## src/rtl/cks_pkg.sv

```systemverilog
package cks_pkg;
  localparam int CKS_W = 16;

  typedef enum logic {
    DIR_RX = 1'b0,
    DIR_TX = 1'b1
  } cks_dir_e;

  function automatic logic [CKS_W-1:0] rotl1(input logic [CKS_W-1:0] x);
    return {x[CKS_W-2:0], x[CKS_W-1]};
  endfunction
endpackage

```

## src/rtl/cks_accum.sv

```systemverilog
module cks_accum #(
  parameter int W = cks_pkg::CKS_W
) (
  input  logic         clk,
  input  logic         rst_n,
  input  logic         beat,
  input  logic         last,
  input  logic [W-1:0] word,
  output logic [W-1:0] acc_q,
  output logic [W-1:0] acc_rot,
  output logic [W-1:0] acc_next
);
  always_comb begin
    acc_rot  = {acc_q[W-2:0], acc_q[W-1]};
    acc_next = acc_rot ^ word;
  end

  always_ff @(posedge clk or negedge rst_n) begin
    if (!rst_n)
      acc_q <= '0;
    else if (beat)
      acc_q <= last ? '0 : acc_next;
  end
endmodule

```

## src/rtl/cks_tx_insert.sv

```systemverilog
module cks_tx_insert #(
  parameter int W = cks_pkg::CKS_W
) (
  input  logic         active,
  input  logic         dir_tx,
  input  logic         last,
  input  logic [W-1:0] word,
  input  logic [W-1:0] acc_rot,
  output logic [W-1:0] word_out
);
  logic subst;

  always_comb begin
    subst    = active && dir_tx && last;
    word_out = subst ? acc_rot : word;
  end
endmodule

```

## src/rtl/cks_rx_judge.sv

```systemverilog
module cks_rx_judge #(
  parameter int W = cks_pkg::CKS_W
) (
  input  logic         clk,
  input  logic         rst_n,
  input  logic         active,
  input  logic         link,
  input  logic         dir_tx,
  input  logic         beat,
  input  logic         last,
  input  logic [W-1:0] acc_next,
  output logic         ok_q,
  output logic         illegal_q
);
  logic judge;
  logic zero;

  always_comb begin
    judge = beat && last && !dir_tx;
    zero  = (acc_next == '0);
  end

  always_ff @(posedge clk or negedge rst_n) begin
    if (!rst_n) begin
      ok_q      <= 1'b0;
      illegal_q <= 1'b0;
    end else if (judge) begin
      ok_q      <= active && zero;
      illegal_q <= active && link && !zero;
    end
  end
endmodule

```

## src/rtl/msg_cksum_unit.sv

```systemverilog
module msg_cksum_unit #(
  parameter int W = cks_pkg::CKS_W
) (
  input  logic         clk,
  input  logic         rst_n,
  input  logic         cksum_en_n,
  input  logic         link_illegal,
  input  logic         dir_tx,
  input  logic         in_valid,
  output logic         in_ready,
  input  logic [W-1:0] in_data,
  input  logic         in_last,
  output logic         out_valid,
  input  logic         out_ready,
  output logic [W-1:0] out_data,
  output logic         out_last,
  output logic         cksum_ok,
  output logic         msg_illegal
);
  logic         beat;
  logic         active;
  logic [W-1:0] acc_q;
  logic [W-1:0] acc_rot;
  logic [W-1:0] acc_next;

  always_comb begin
    in_ready  = out_ready;
    out_valid = in_valid;
    out_last  = in_last;
    beat      = in_valid && out_ready;
    active    = !cksum_en_n;
  end

  cks_accum #(.W(W)) u_accum (
    .clk(clk), .rst_n(rst_n), .beat(beat), .last(in_last), .word(in_data),
    .acc_q(acc_q), .acc_rot(acc_rot), .acc_next(acc_next)
  );

  cks_tx_insert #(.W(W)) u_insert (
    .active(active), .dir_tx(dir_tx), .last(in_last), .word(in_data),
    .acc_rot(acc_rot), .word_out(out_data)
  );

  cks_rx_judge #(.W(W)) u_judge (
    .clk(clk), .rst_n(rst_n), .active(active), .link(link_illegal),
    .dir_tx(dir_tx), .beat(beat), .last(in_last), .acc_next(acc_next),
    .ok_q(cksum_ok), .illegal_q(msg_illegal)
  );
endmodule

```

## config.mk

```make
export PLATFORM = sky130hd
export DESIGN_NAME = msg_cksum_unit
export DESIGN_NICKNAME = d
export VERILOG_FILES = /design/src/rtl/cks_pkg.sv /design/src/rtl/cks_accum.sv /design/src/rtl/cks_tx_insert.sv /design/src/rtl/cks_rx_judge.sv /design/src/rtl/msg_cksum_unit.sv
export SDC_FILE = /design/constraint.sdc
export NUM_CORES = 1
export LEC_CHECK = 0
export ABC_AREA = 1
export CORE_AREA = 2 2 49 62
export CTS_CLUSTER_DIAMETER = 80
export CTS_CLUSTER_SIZE = 20
export DETAILED_ROUTE_END_ITERATION = 16
export DIE_AREA = 0 0 51 64
export MAX_ROUTING_LAYER = met4
export PLACE_DENSITY = 0.85
export SLEW_MARGIN = 10
export SYNTH_ARGS = -nofsm -noshare
export SYNTH_HDL_FRONTEND = slang
export SYNTH_SLANG_ARGS = --single-unit
```

## constraint.sdc

```tcl
create_clock -name clk -period 3.07 [get_ports clk]
set_clock_uncertainty 0.2 [all_clocks]
set_input_delay 0.614 -clock clk [delete_from_list [all_inputs] [get_ports clk]]
set_output_delay 0.614 -clock clk [all_outputs]
set_load 0.005 [all_outputs]
```

==> run summary, run 1 <==
================================================================================
Share of the yosys chip area belonging to registers                        36.5%
Via density per instance                                                    4.75
Leakage power summed over all cells                                     0.868 nW
Hold crit path type                                                 register to register
Remaining design rule violation count                                          0
Placed Cells                                                                 272
Initial Util                                                               46.5%
H-tree lvl count                                                               1
Layout overhead on the synthesized area                                    38.6%
Fin nets                                                                     267
Final HPWL DP                                                            2010 um
Number of warnings printed during yosys synthesis                              0
Synth area leader                                                   sky130_fd_sc_hd__dfrtp_1
Syn_area_per_cell                                                      6.11 um^2
Sequential cell area                                                    450 um^2
Count of cell types in the netlist                                            14
Antenna violations before repair                                               0
Post-placement worst setup slack                                          122 ps
Max Clock Freq                                                           341 MHz
Die Ht                                                                     64 um
Worst-path fanout max                                                         32
Post-detailed-route count of antenna-violating nets                            0
Die width                                                                  51 um
Area of placed instances                                               1690 um^2
Detailed-router iteration count before antenna repair                          4
Setup TNS                                                                   0 ps
Die footprint                                                          3260 um^2
Number of clock sinks                                                         18
Floorplan row count                                                           21
Port Buf Inserts                                                              44
DRT Wirelength                                                           2700 um
Nature of the critical path endpoint                                primary output
Syn nets                                                                     226
Clock transition at the registers of the reported paths                    90 ps
First-pass GRT wire length                                               4680 um
Routability-driven placement congestion ratio                              0.792
Antenna diode count                                                            0
Unrepaired setup endpoints after global routing                            false
Clk buf depth                                                                  2
Worst path arrival time                                                  2120 ps
Area contributors post-synth                                        sky130_fd_sc_hd__dfrtp_1 36%, sky130_fd_sc_hd__nand2_1 23%, sky130_fd_sc_hd__inv_1 8.8%
Clock network latency to the later pin of the worst-skew pair             290 ps
Number of buffers added by the clock tree synthesis step                       3
Total congestion overflow                                                      0
GRT Util Overall                                                           19.1%
Area of combinational cells with multiple inputs                        601 um^2
Share of the clock period used by the worst path after layout              95.5%
Critical setup path kind                                            primary input to primary output
Buffers inserted by post-CTS timing repair                                     0
Vias                                                                        1305
Slew HR                                                                    45.7%
CTS hold repair buffers                                                        0
Core Region                                                            2650 um^2
Final standard cell area without fillers                               1710 um^2
CTS tree                                                                   built
Post-Route Utilization                                                     64.5%
Top cell type's share of synthesized area                                  36.5%
Final hold violation count                                                     0
IO Count                                                                      45
Peak supply drop                                                        0.262 mV
Worst-margin pin slew                                                     812 ps
Via count of the first global-routing pass                                  1123
Flops & latches, synth                                                        18
Launching element type of the critical path                         primary input
Syn Std Cell Area                                                      1230 um^2
Largest net degree at the start of global routing                             34
Fin crit period                                                          2930 ps
Post-DR wirelength/cell                                                  9.81 um
Setup-violating endpoint count in the final report                             0
Initial detailed-routing violation count                                      19
Final Worst Setup Slack                                                   138 ps
Clock root cell                                                     sky130_fd_sc_hd__clkbuf_4
Gate count after technology mapping                                          202
Status                                                              finished, final reports clean
Filler cell count                                                            232
Slew Viols, Final                                                              0
Fraction of final layout cells with drive strength greater than 1          5.81%
Non-filler instance count after layout                                       275
Max capacitance violation total                                                0
Number of instances resized during post-cts repair                             0
Data required time at the worst endpoint                                 2260 ps
Cell area power density                                              356 nW/um^2
================================================================================
stage by stage:
stage	total power, mW	hold WS [ps]
floorplan	0.400	118
detailed placement	0.502	265
finish	0.609	288
global placement	0.496	268
CTS	0.616	290
global route	0.664	340
cell usage in the layout, fill, tap and decap left out:
| cell type | netlist | layout |
|---|---|---|
| sky130_fd_sc_hd__nand2_1 | 76 | 76 |
| sky130_fd_sc_hd__clkdlybuf4s50_1 | 0 | 44 |
| sky130_fd_sc_hd__inv_1 | 29 | 29 |
| sky130_fd_sc_hd__o21ai_0 | 19 | 19 |
| sky130_fd_sc_hd__dfrtp_1 | 18 | 18 |
| sky130_fd_sc_hd__nand3_1 | 17 | 17 |
| sky130_fd_sc_hd__o21ai_1 | 13 | 13 |
| sky130_fd_sc_hd__nor2_1 | 10 | 10 |
| sky130_fd_sc_hd__inv_2 | 5 | 5 |
| sky130_fd_sc_hd__nor2_2 | 3 | 3 |
| sky130_fd_sc_hd__clkbuf_4 | 0 | 3 |
| sky130_fd_sc_hd__nand2_2 | 1 | 1 |
| sky130_fd_sc_hd__nor3b_1 | 1 | 1 |
| sky130_fd_sc_hd__buf_12 | 0 | 1 |
| sky130_fd_sc_hd__buf_4 | 3 | 1 |
layer usage:
layer / share of wire [%] / track usage [%] / wire [um]
met5: 0 / - / 0
met4: 1.1 / 7.09 / 30
met3: 5.0 / 2.34 / 134
met2: 50 / 31.3 / 1350
met1: 44 / 23.9 / 1180
cell families after synthesis:
kind of cell           count (synthesis)  share of synthesized area, %
DFF                                   18                          36.5
buffers and inverters                 44                          14.9
AOI/OAI and AO/OA                     32                          13.0
and+or+nand+nor                      108                          35.7
layout make-up:
type	instances	area share, %
Tap cell	34	2.49
Sequential cell	18	26.3
Clock buffer	3	1.32
Inverter	34	7.46
Timing Repair Buffer	46	27.3
Multi-Input combinational cell	140	35.1
registers in the layout, summed over array words and instances (netlist names):
register	count
u_accum.acc_q	16
u_judge.illegal_q	1
u_judge.ok_q	1
cells in the mapped netlist, drive strengths merged:
| cell | count |
|---|---|
| nand3 | 17 |
| o21ai | 32 |
| inv | 34 |
| nand2 | 77 |
| nor3b | 1 |
| nor2 | 13 |
| dfrtp | 18 |
| clkbuf | 1 |
| buf | 9 |
final timing paths:
kind | startpoint | endpoint | slack [ps] | depth (start not counted)
max reg2reg | u_accum.acc_q[8] | u_judge.illegal_q | 1740 | 9
max in group asynchronous | rst_n | u_accum.acc_q[12] | 1580 | 1
min | u_judge.illegal_q | u_judge.illegal_q | 290 | 2
min in group asynchronous | rst_n | u_accum.acc_q[5] | 580 | 1
max | in_last | out_data[12] | 140 | 7
min reg2reg | u_judge.illegal_q | u_judge.illegal_q | 290 | 2
critical path, stage by stage:
cell,delay (ps)
sky130_fd_sc_hd__clkdlybuf4s50_1,490
sky130_fd_sc_hd__inv_2,50
sky130_fd_sc_hd__nor2_2,80
sky130_fd_sc_hd__nand2_2,70
sky130_fd_sc_hd__buf_12,160
sky130_fd_sc_hd__o21ai_0,140
sky130_fd_sc_hd__clkdlybuf4s50_1,510
report_power, final:
part           total [mW]  switching, mW  internal [mW]
logic               0.213          0.109          0.104
clock network       0.113         0.0674         0.0456
registers           0.283         0.0158          0.267
Note: power is estimated with default switching activity, not from simulation.
==> run 2, diff against run 1 <==
Settings changed: TNS_END_PERCENT set to 1.
==> results of run 2 <==
No change in the layout: final DEF, timing and power equal those of run 1.
==> run 3, diff against run 2 <==
Settings changed: CORE_AREA 2 2 49 62 to 2 2 54 56, DIE_AREA 0 0 51 64 to 0 0 56 58, PLACE_DENSITY 0.85 to 0.86.
==> run 3 against run 2 <==
  * Utilization grew 0.45 points
  * Cell count down 0.36%
  * Hold slack better by 4.9 ps
  * Sequential share of layout area decreased by 0.27 points
  * Flip-flop and latch count stayed put
  * Die area fell by 0.49%
  * Total power up 6.6%
  * First-iteration DRC count grew 89%
  * Combinational power rose by 2%
  * Highest routed layer unchanged
  * Final area rose by 1.0%
  * Global-route usage grew 1.1 points
==> run summary, run 3 (synthesis gave the netlist of run 1 again) <==
================================================================================
Via density per instance                                                    4.86
Cell type of the slowest stage on the worst timing path             sky130_fd_sc_hd__clkdlybuf4s50_1
Antenna diode count                                                            0
Reg-to-reg endpoint                                                 u_judge.illegal_q
Post-DR wirelength/cell                                                  10.5 um
Clock root cell                                                     sky130_fd_sc_hd__clkbuf_4
Most frequent CP cell                                               sky130_fd_sc_hd__clkdlybuf4s50_1
Antenna violations before repair                                               0
Fraction of final layout cells with drive strength greater than 1          6.58%
Reg2Reg Launch Point                                                u_accum.acc_q[14]
Worst-path fanout max                                                         32
Leakage power summed over all cells                                     0.880 nW
Number of flip-flops under the largest register name                          16
Final HPWL DP                                                            2240 um
Number of buffers added by the clock tree synthesis step                       3
Max capacitance violation total                                                0
Vias                                                                        1332
Die footprint                                                          3250 um^2
Most flops, register                                                u_accum.acc_q
Worst R2R Path Depth                                                           8
Floorplan row count                                                           19
Via count of the first global-routing pass                                  1320
Filler cell count                                                            244
Total congestion overflow                                                      0
Fin nets                                                                     268
Fin Hold WS                                                               293 ps
Largest net degree at the start of global routing                             33
Clk buf depth                                                                  2
Unrepaired setup endpoints after global routing                            false
Routability-driven placement congestion ratio                              0.804
CTS tree                                                                   built
Slew Viols, Final                                                              0
Initial detailed-routing violation count                                      36
DRT Wirelength                                                           2880 um
GRT Util Overall                                                           20.2%
Die width                                                                  56 um
Status                                                              finished, final reports clean
Nature of the critical path endpoint                                primary output
Max Clock Freq                                                           339 MHz
Setup-violating endpoint count in the final report                             0
Clock network latency to the later pin of the worst-skew pair             300 ps
Worst-margin pin slew                                                     815 ps
Final hold violation count                                                     0
Number of clock sinks                                                         18
Cell area power density                                              376 nW/um^2
Peak supply drop                                                        0.342 mV
Min-Delay Endpoint                                                  u_judge.illegal_q
Largest regs                                                        u_accum.acc_q: 16 flops, u_judge.illegal_q: 1 flops, u_judge.ok_q: 1 flops
Core Region                                                            2660 um^2
H-tree lvl count                                                               1
Final Worst Setup Slack                                                   116 ps
Remaining design rule violation count                                          0
Register-to-register path setup slack                                    1730 ps
Startpoint of the lowest-slack hold path                            u_judge.illegal_q
Clock transition at the registers of the reported paths                   100 ps
Hold Path Cell Cnt                                                             2
Share of the clock period used by the worst path after layout              96.2%
Fin crit period                                                          2950 ps
Post-detailed-route count of antenna-violating nets                            0
Initial Util                                                               46.4%
Detailed-router iteration count before antenna repair                          4
Hold crit path type                                                 register to register
Die Ht                                                                     58 um
Cells along the critical path                                       clkdlybuf4s50_1, inv_2, nor2_2, nand2_2, buf_12, o21ai_0, clkdlybuf4s50_1
Launching element type of the critical path                         primary input
Data required time at the worst endpoint                                 2260 ps
IO Count                                                                      45
Layout overhead on the synthesized area                                    40.0%
Worst path arrival time                                                  2140 ps
Setup TNS                                                                   0 ps
Pwr Total                                                               0.649 mW
Commonest non-fill, non-tap cell in the layout                      sky130_fd_sc_hd__nand2_1
Most frequent cells in the layout                                   76 x sky130_fd_sc_hd__nand2_1, 44 x sky130_fd_sc_hd__clkdlybuf4s50_1, 29 x sky130_fd_sc_hd__inv_1, 18 x sky130_fd_sc_hd__dfrtp_1
Port Buf Inserts                                                              44
Post-placement worst setup slack                                          121 ps
Critical setup path kind                                            primary input to primary output
Slew HR                                                                    45.5%
First-pass GRT wire length                                               5180 um
Crit path largest cell delay                                              520 ps
================================================================================
run 3: final cells by class:
class	count	area (um^2)	area share, %
Timing Repair Buffer	47	475	27.5
Clock buffer	4	36.3	2.10
Tap cell	31	38.8	2.24
Inverter	34	128	7.38
Multi-Input combinational cell	140	601	34.7
Sequential cell	18	450	26.0
run 3: routing by layer:
layer,global-route usage [%],routed length (um)
met1,23.8,1330
met2,35.0,1390
met5,-,0
met3,2.46,143
met4,8.50,21
run 3: worst max-delay path: cells and delay by family:
kind | cells | cell delay, ps
AO/OA/AOI/OAI | 1 | 150
AND/OR/NAND/NOR | 2 | 160
buffers and inverters | 4 | 1220
run 3: per-stage QoR:
stage	instances	area, um^2	util (%)
floorplan	202	1230	-
global placement	270	1690	63.6
detailed placement	270	1690	63.6
CTS	274	1730	64.9
global route	274	1730	64.9
finish	274	1730	64.9
run 3: repair_timing:
| item | in CTS | in global routing |
|---|---|---|
| setup endpoints to repair | 0 | 2 |
| hold buffers | 0 | 0 |
| buffers inserted | 0 | 0 |
| gates resized for setup | 0 | 2 |
run 3: worst max path at each step:
stage,startpoint,end,cells after the start
floorplan,in_last,out_data[10],5
global placement,in_last,out_data[9],7
detailed placement,in_last,out_data[10],7
CTS,in_last,out_data[9],7
global route,in_last,out_data[9],7
finish,in_last,out_data[10],7
run 3: power by group:
| part | switching (mW) | total, mW | internal, mW |
|---|---|---|---|
| combinational | 0.112 | 0.217 | 0.105 |
| clock | 0.0764 | 0.149 | 0.0723 |
| sequential | 0.0160 | 0.283 | 0.267 |
